--- src/rtl/tack_pkg.sv ---
package tack_pkg;
  typedef enum logic [2:0] {
    ST_IDLE  = 3'd0,
    ST_SETUP = 3'd1,
    ST_WAIT  = 3'd2,
    ST_ACK   = 3'd3,
    ST_REL   = 3'd4
  } tack_state_e;
endpackage

--- src/rtl/tack_cnt.sv ---
module tack_cnt #(
  parameter int W = 4
) (
  input  logic         clk,
  input  logic         rst_n,
  input  logic         load,
  input  logic [W-1:0] load_val,
  input  logic         dec,
  output logic         zero
);
  logic [W-1:0] cnt_q;

  always_ff @(posedge clk or negedge rst_n) begin
    if (!rst_n)      cnt_q <= '0;
    else if (load)   cnt_q <= load_val;
    else if (dec)    cnt_q <= cnt_q - W'(1);
  end

  assign zero = (cnt_q == '0);
endmodule

--- src/rtl/tack_seq.sv ---
module tack_seq
  import tack_pkg::*;
#(
  parameter int WAIT_W     = 4,
  parameter int BEATS_LONG = 4,
  parameter int BEAT_W     = 2
) (
  input  logic              clk,
  input  logic              rst_n,
  input  logic              xfer_start,
  input  logic              xfer_long,
  input  logic              ext_ack_en,
  input  logic [WAIT_W-1:0] wait_states,
  input  logic              w_zero,
  input  logic              b_zero,
  output logic              w_load,
  output logic [WAIT_W-1:0] w_val,
  output logic              w_dec,
  output logic              b_load,
  output logic [BEAT_W-1:0] b_val,
  output logic              b_dec,
  output tack_state_e       state
);
  localparam logic [BEAT_W-1:0] LONG_LAST = BEAT_W'(BEATS_LONG - 1);

  tack_state_e state_q, state_d;
  logic        accept;

  assign accept = (state_q == ST_IDLE) && xfer_start && ext_ack_en;

  // Both counters are loaded at the accepting edge, so later input changes do not matter.
  assign w_load = accept;
  assign w_val  = wait_states;
  assign b_load = accept;
  assign b_val  = xfer_long ? LONG_LAST : '0;

  always_comb begin
    state_d = state_q;
    w_dec   = 1'b0;
    b_dec   = 1'b0;
    unique case (state_q)
      ST_IDLE:  if (accept) state_d = ST_SETUP;
      ST_SETUP: begin
        if (w_zero) state_d = ST_ACK;
        else begin
          w_dec   = 1'b1;
          state_d = ST_WAIT;
        end
      end
      ST_WAIT: begin
        if (w_zero) state_d = ST_ACK;
        else        w_dec   = 1'b1;
      end
      ST_ACK: begin
        if (b_zero) state_d = ST_REL;
        else        b_dec   = 1'b1;
      end
      ST_REL:   state_d = ST_IDLE;
      default:  state_d = ST_IDLE;
    endcase
  end

  always_ff @(posedge clk or negedge rst_n) begin
    if (!rst_n) state_q <= ST_IDLE;
    else        state_q <= state_d;
  end

  assign state = state_q;
endmodule

--- src/rtl/tack_drv.sv ---
module tack_drv
  import tack_pkg::*;
(
  input  tack_state_e state,
  output logic        ack_n,
  output logic        ack_oe
);
  always_comb begin
    ack_n  = 1'b1;
    ack_oe = 1'b0;
    case (state)
      ST_ACK: begin
        ack_n  = 1'b0;
        ack_oe = 1'b1;
      end
      ST_REL:  ack_oe = 1'b1;
      default: ;
    endcase
  end
endmodule

--- src/rtl/tack_gen.sv ---
module tack_gen
  import tack_pkg::*;
#(
  parameter int WAIT_W     = 4,
  parameter int BEATS_LONG = 4
) (
  input  logic              clk,
  input  logic              rst_n,
  input  logic              xfer_start,
  input  logic              xfer_long,
  input  logic              ext_ack_en,
  input  logic [WAIT_W-1:0] wait_states,
  output logic              ack_n,
  output logic              ack_oe
);
  localparam int BEAT_W = (BEATS_LONG > 1) ? $clog2(BEATS_LONG) : 1;

  tack_state_e       state;
  logic              w_load, w_dec, w_zero;
  logic              b_load, b_dec, b_zero;
  logic [WAIT_W-1:0] w_val;
  logic [BEAT_W-1:0] b_val;
  logic              busy;

  tack_seq #(.WAIT_W(WAIT_W), .BEATS_LONG(BEATS_LONG), .BEAT_W(BEAT_W)) u_seq (
    .clk(clk), .rst_n(rst_n),
    .xfer_start(xfer_start), .xfer_long(xfer_long),
    .ext_ack_en(ext_ack_en), .wait_states(wait_states),
    .w_zero(w_zero), .b_zero(b_zero),
    .w_load(w_load), .w_val(w_val), .w_dec(w_dec),
    .b_load(b_load), .b_val(b_val), .b_dec(b_dec),
    .state(state)
  );

  tack_cnt #(.W(WAIT_W)) u_wait_cnt (
    .clk(clk), .rst_n(rst_n), .load(w_load), .load_val(w_val),
    .dec(w_dec), .zero(w_zero)
  );

  tack_cnt #(.W(BEAT_W)) u_beat_cnt (
    .clk(clk), .rst_n(rst_n), .load(b_load), .load_val(b_val),
    .dec(b_dec), .zero(b_zero)
  );

  tack_drv u_drv (.state(state), .ack_n(ack_n), .ack_oe(ack_oe));

  assign busy = (state != ST_IDLE);
endmodule

--- config.mk ---
export PLATFORM = sky130hd
export DESIGN_NAME = tack_gen
export DESIGN_NICKNAME = d
export VERILOG_FILES = /design/src/rtl/tack_pkg.sv /design/src/rtl/tack_cnt.sv /design/src/rtl/tack_seq.sv /design/src/rtl/tack_drv.sv /design/src/rtl/tack_gen.sv
export SDC_FILE = /design/constraint.sdc
export NUM_CORES = 1
export LEC_CHECK = 0
export BUFFER_PORTS_ARGS = -buffer_cell sky130_fd_sc_hd__buf_4
export CORE_AREA = 2 2 39 41
export DETAILED_ROUTE_END_ITERATION = 16
export DIE_AREA = 0 0 41 43
export GPL_ROUTABILITY_DRIVEN = 0
export PLACE_DENSITY = 0.67
export SETUP_SLACK_MARGIN = 0.3
export SYNTH_ARGS = -nofsm -noshare
export SYNTH_HDL_FRONTEND = slang
export SYNTH_HIERARCHICAL = 1
export SYNTH_SLANG_ARGS = --single-unit
--- constraint.sdc ---
create_clock -name clk -period 3.9 [get_ports clk]
set_clock_uncertainty 0.15 [all_clocks]
set_input_delay 0.195 -clock clk [delete_from_list [all_inputs] [get_ports clk]]
set_output_delay 0.195 -clock clk [all_outputs]
set_load 0.01 [all_outputs]
==> flow_summary.ini, run 1 <==
[outcome]
status = finished clean

[grt]
grt_max_degree = 12
grt_pass1_wl_mm = 1.483
grt_use_total_pct = 12.26
antenna_found_initial = 0
grt_pass1_vias = 359
grt-ovfl-total = 0

[synthesis]
yosys_warnings = 6
netlist_instances = 62
synth.distinct_cells = 26
ys_ff_latch = 9
synth_edf_count = 0
yosysTopAreaCell = dfrtp_1
syn_avg_cell_area_um2 = 9.707
synth-seq-area-share_pct = 37.42
syn-cell-area_um2 = 601.8
syn_nets = 73
ys.flop_type = dfrtp_1
synthArstFlopShare_pct = 100.0
ys_top_cells_by_count = 9 x dfrtp_1, 8 x nand2_1, 7 x buf_4, 5 x o21ai_0, 4 x inv_1
synth_top_area_share_pct = 37.42
synthTopCellsByArea = dfrtp_1 37%, buf_4 8.7%, nand2_1 5.0%
yosysMostFrequentCell = dfrtp_1

[floorplanning]
die-area_um2 = 1763
fp-row-count = 14
start_util_pct = 43.49
core-area_um2 = 1384
die_h_um = 43
pin_count = 11
die_w_um = 41

[worst_setup_path]
arrival_ns = 2.23
cp.buffers_inverters = 1
path_delay_family = simple AND/OR/NAND/NOR gates
worstPathRequired_ns = 3.89
crit_fanout = 4
crit_chain = inv_1 > ha_1 > nor3b_1 > nor3_1 > nor4b_4 > xor2_1 > mux2_2
crit_path_end_kind = register
cpMaxStageDelayCell = nor3_1
cpPeakStageDelay_ns = 0.44
critPathKind = register to register
start_kind = register

[cts]
numCtsBuffers = 3
clk_pin_slew_worst_paths_ns = 0.06
clock_path_buffers = 2
cts_tree = yes
cts.sinks = 9
root_buffer = clkbuf_4
cts_max_level = 1
ctsResizeCount = 0
clock_latency_ns = 0.26

[pwr]
peakVddDrop_mv = 0.3420
leakagePower_nw = 0.3053
p_total_w = 0.0005583
power_density_nw_per_um2 = 795.4

[layout]
final_layout_size_suffix_gt1_share_pct = 26.39
final_core_util_pct = 50.72
instances_no_fill = 88
num-nets-final = 84
antenna_cells = 0
syn_to_final_growth_pct = 16.63

[drt]
wire_per_inst_um = 9.920
firstDrtPassIters = 4
drc = 0
avgViaCountPerCell = 4.727
vias = 416
wirelength_um = 873
ant_nets = 0
drt_first_iter_violations = 3

[sta]
fin_tns_setup_ns = 0
max_slew_margin_pct = 66.38
max_clock_freq_ghz = 0.4472
fin_crit_sh_pct = 57.34
final.setup.worst_slack_ns = 1.664
hold_violations = 0
slew_viol_final = 0
final-setup-viol-count = 0
tightest_slew_ns = 0.5005
finalCriticalPeriod_ns = 2.236
rsz0062_at_grt = false

[place]
dp.cells = 80
io_buffers = 10
place_ws_ns = 1.683
dp_hpwl_um = 685.6

[hold_path]
hp-class = primary input to register

[job]
cap_violations = 0
## sequential cells by signal (all words and copies together) (netlist names)
register / flops
u_beat_cnt/cnt_q: 2
u_seq/state: 3
u_wait_cnt/cnt_q: 4
## where the power goes
group	leakage [nW]	internal (W)	total (W)	switching (W)
sequential	0.107	0.000143	0.000208	0.0000648
combinational	0.183	0.000159	0.000279	0.000119
clock	0.0150	0.0000394	0.0000716	0.0000322
total	0.305	0.000342	0.000558	0.000216
## layout by cell type, fill, tap and decap left out, types with 3 or more instances in the layout
master and count:
o21ai_0 5, clkbuf_4 3, dlygate4sd3_1 4, dfrtp_1 9
nand2_1 8, buf_4 11, inv_1 4, xnor2_1 3
## cell families after synthesis
kind of cell / Yosys count / share of synthesized area (%)
adders and majority gates: 2 / 4.157
and+or+nand+nor: 20 / 20.79
muxes: 2 / 3.742
AOI/OAI and AO/OA: 11 / 12.68
DFF: 9 / 37.42
buffers and inverters: 13 / 13.93
xor gates and xnor gates: 5 / 7.278
## stage by stage
stage	area [µm²]	hold WS [ns]
final	701.9	0.01438
after global routing	701.9	0.01752
after CTS	701.9	0.003550
after detailed placement	635.6	-0.1246
after global placement	635.6	-0.1266
after floorplan	601.8	-0.2506
## what timing repair did
item,CTS,global route
endpoints found under the hold margin,12,0
buffers inserted,0,0
hold buffers,4,0
## worst register-to-register path: stages, from the launching register on
cell     delay [ns]
dfrtp_1        0.41
inv_1          0.07
ha_1           0.21
nor3b_1        0.16
nor3_1         0.44
nor4b_4        0.31
xor2_1         0.11
mux2_2         0.26
## area by class of cell
| type | instances | area (µm²) |
|---|---|---|
| repair buffers | 15 | 122.6 |
| multi-input cells | 40 | 292.8 |
| clock buffers | 4 | 26.28 |
| flip-flops and latches | 9 | 225.2 |
| fillers | 130 | 681.9 |
| inverters | 4 | 15.01 |
| well taps | 16 | 20.02 |
## routing by layer
| layer | vias to the layer above | track usage, % | share of wire [%] |
|---|---|---|---|
| met5 | - | 0 | 0 |
| met4 | 0 | 6.000 | 0 |
| met3 | 0 | 1.571 | 4.5 |
| met2 | 8 | 18.13 | 49 |
| met1 | 188 | 17.01 | 47 |
| li1 | 220 | - | - |
## worst paths after layout
kind,start,to,slack [ns],depth (start not counted)
max,u_wait_cnt/cnt_q[0]$_DFFE_PN0P_,u_wait_cnt/cnt_q[3]$_DFFE_PN0P_,1.66,7
max reg2reg,u_wait_cnt/cnt_q[0]$_DFFE_PN0P_,u_wait_cnt/cnt_q[3]$_DFFE_PN0P_,1.66,7
max in group asynchronous,rst_n,u_wait_cnt/cnt_q[0]$_DFFE_PN0P_,3.32,2
min in group asynchronous,rst_n,u_seq/state[2]$_DFFE_PN0P_,0.14,2
min,xfer_long,u_beat_cnt/cnt_q[0]$_DFFE_PN0P_,0.01,3
min reg2reg,u_seq/state[2]$_DFFE_PN0P_,u_seq/state[0]$_DFFE_PN0P_,0.42,1
Power figures use the tool's default switching activity.
==> run 2: changes to the inputs <==
clock period = 2.15 ns   (was 3.9 ns; I/O delays follow)
==> flow_summary.ini, run 2 (synthesized netlist as in run 1, its figures left out) <==
[grt]
grt_use_total_pct = 15.67
antenna_found_initial = 0
grt_pass1_vias = 458
grt_max_degree = 12
grt_use_met3_pct = 3.141
use_met2_pct = 23.13
met1_usage_pct = 19.80
grt_pass1_wl_mm = 1.828
grt.busiest_layer = met2
grt-ovfl-total = 0

[worst_setup_path]
r2r_end = u_wait_cnt/cnt_q[3]$_DFFE_PN0P_
start_kind = register
crit_fanout = 3
endpoint = u_wait_cnt/cnt_q[3]$_DFFE_PN0P_
r2r_setup_slack_ns = 0.37
arrival_ns = 1.78
crit_start = u_wait_cnt/cnt_q[1]$_DFFE_PN0P_
worstPathRequired_ns = 2.15
critPathKind = register to register
r2r-start = u_wait_cnt/cnt_q[1]$_DFFE_PN0P_
reg2regPathDepth = 7
crit_path_end_kind = register

[floorplanning]
die_h_um = 43
fp-row-count = 14
die_w_um = 41
start_util_pct = 43.49
core-area_um2 = 1384
pin_count = 11
die-area_um2 = 1763

[sta]
max_clock_freq_ghz = 0.5626
finalCriticalPeriod_ns = 1.777
rsz0062_at_grt = true
hold_violations = 0
max_slew_margin_pct = 71.15
fin_crit_sh_pct = 82.67
tightest_slew_ns = 0.4287
slew_viol_final = 0
fin_tns_setup_ns = 0
final-setup-viol-count = 0
final.setup.worst_slack_ns = 0.3726

[pwr]
swShare_pct = 38.06
internal_power_w = 0.0007677
peakVddDrop_mv = 0.7118
power_switching_w = 0.0004718
leakagePower_nw = 0.3491
clkPwrFrac_pct = 10.7
power_density_nw_per_um2 = 1550
pwr-share-seq_pct = 30.8
p_comb_share_pct = 58.5

[cts]
clk_pin_slew_worst_paths_ns = 0.06
root_buffer = clkbuf_4
clock_latency_ns = 0.26
clock_path_buffers = 2
cts_tree = yes
cts.sinks = 9
cts_max_level = 1
numCtsBuffers = 3

[job]
cap_violations = 0

[place]
dp.cells = 80
dp_hpwl_um = 694.7
place_ws_ns = 0.2150
io_buffers = 10

[drt]
firstDrtPassIters = 5
vias = 464
wirelength_mm = 1.069
drc = 0
wire_per_inst_um = 11.14
ant_nets = 0
avgViaCountPerCell = 4.833
drt_first_iter_violations = 6

[layout]
num-nets-final = 92
syn_to_final_growth_pct = 32.85
antenna_cells = 0
largest_reg_flops = 4
final_common_cell = buf_4
final_layout_size_suffix_gt1_share_pct = 38.75
instances_no_fill = 96
most-common-layout-cells = 16 x buf_4, 8 x dfrtp_1, 7 x nand2_1, 6 x dlygate4sd3_1, 4 x o21ai_0
top_register = u_wait_cnt/cnt_q

[outcome]
status = finished clean

[hold_path]
hp-class = primary input to asynchronous set/reset pin
==> run 2: per-layer routing <==
metal	share of wire, %	routed length [µm]	vias to the layer above
li1	-	-	240
met1	44	471	211
met2	50	531	9
met3	3.8	41	4
met4	2.3	25	0
met5	0	0	-
==> run 2: power by group through the flow <==
stage / Clock [W] / Combinational [W] / Sequential, W
2_1_floorplan: 0 / 0.000503 / 0.000345
3_3_place_gp: 0 / 0.000529 / 0.000391
3_5_place_dp: 0 / 0.000547 / 0.000394
4_1_cts: 0.000142 / 0.000659 / 0.000377
5_1_grt: 0.000148 / 0.000809 / 0.000402
6_report: 0.000133 / 0.000726 / 0.000381
==> run 2: worst max-delay path: stages (launching register included) <==
cell and delay [ns]:
dfrtp_1 0.40, inv_2 0.07, ha_2 0.17, nor3b_4 0.25, nor3_4 0.06, nor4b_4 0.14
xor2_1 0.16, mux2_2 0.26
==> run 2: area by class of cell <==
class | instances | area [µm²]
inverters | 4 | 15.01
multi-input cells | 40 | 320.3
flip-flops and latches | 9 | 226.5
clock buffers | 4 | 26.28
repair buffers | 23 | 191.4
fillers | 124 | 584.3
well taps | 16 | 20.02
==> run 2: worst min-delay path by stage <==
stage,startpoint,to,slack [ns],cells after the start
detailed placement,rst_n,u_seq/state[1]$_DFFE_PN0P_,-0.21,1
global placement,rst_n,u_seq/state[2]$_DFFE_PN0P_,-0.21,1
finish,rst_n,u_wait_cnt/cnt_q[2]$_DFFE_PN0P_,0.05,2
floorplan,rst_n,u_beat_cnt/cnt_q[0]$_DFFE_PN0P_,-0.34,0
global route,rst_n,u_seq/state[2]$_DFFE_PN0P_,0.06,2
CTS,rst_n,u_seq/state[1]$_DFFE_PN0P_,0.05,2
==> run 2: repair_timing <==
action	CTS	global route
hold buffers	6	0
pin swaps	1	3
endpoints found under the setup margin	1	4
gates resized for setup	0	6
endpoints found under the hold margin	14	0
buffers inserted	4	2
==> run 2: stage by stage <==
stage | hold WS [ns] | utilization [%] | total power, W | area [µm²]
floorplan | -0.3381 | - | 0.0008487 | 624.3
global placement | -0.2089 | 47.56 | 0.0009201 | 658.1
detailed placement | -0.2098 | 47.56 | 0.0009415 | 658.1
CTS | 0.04558 | 55.97 | 0.001177 | 774.5
global route | 0.06497 | 57.78 | 0.001359 | 799.5
finish | 0.05148 | 57.78 | 0.001239 | 799.5
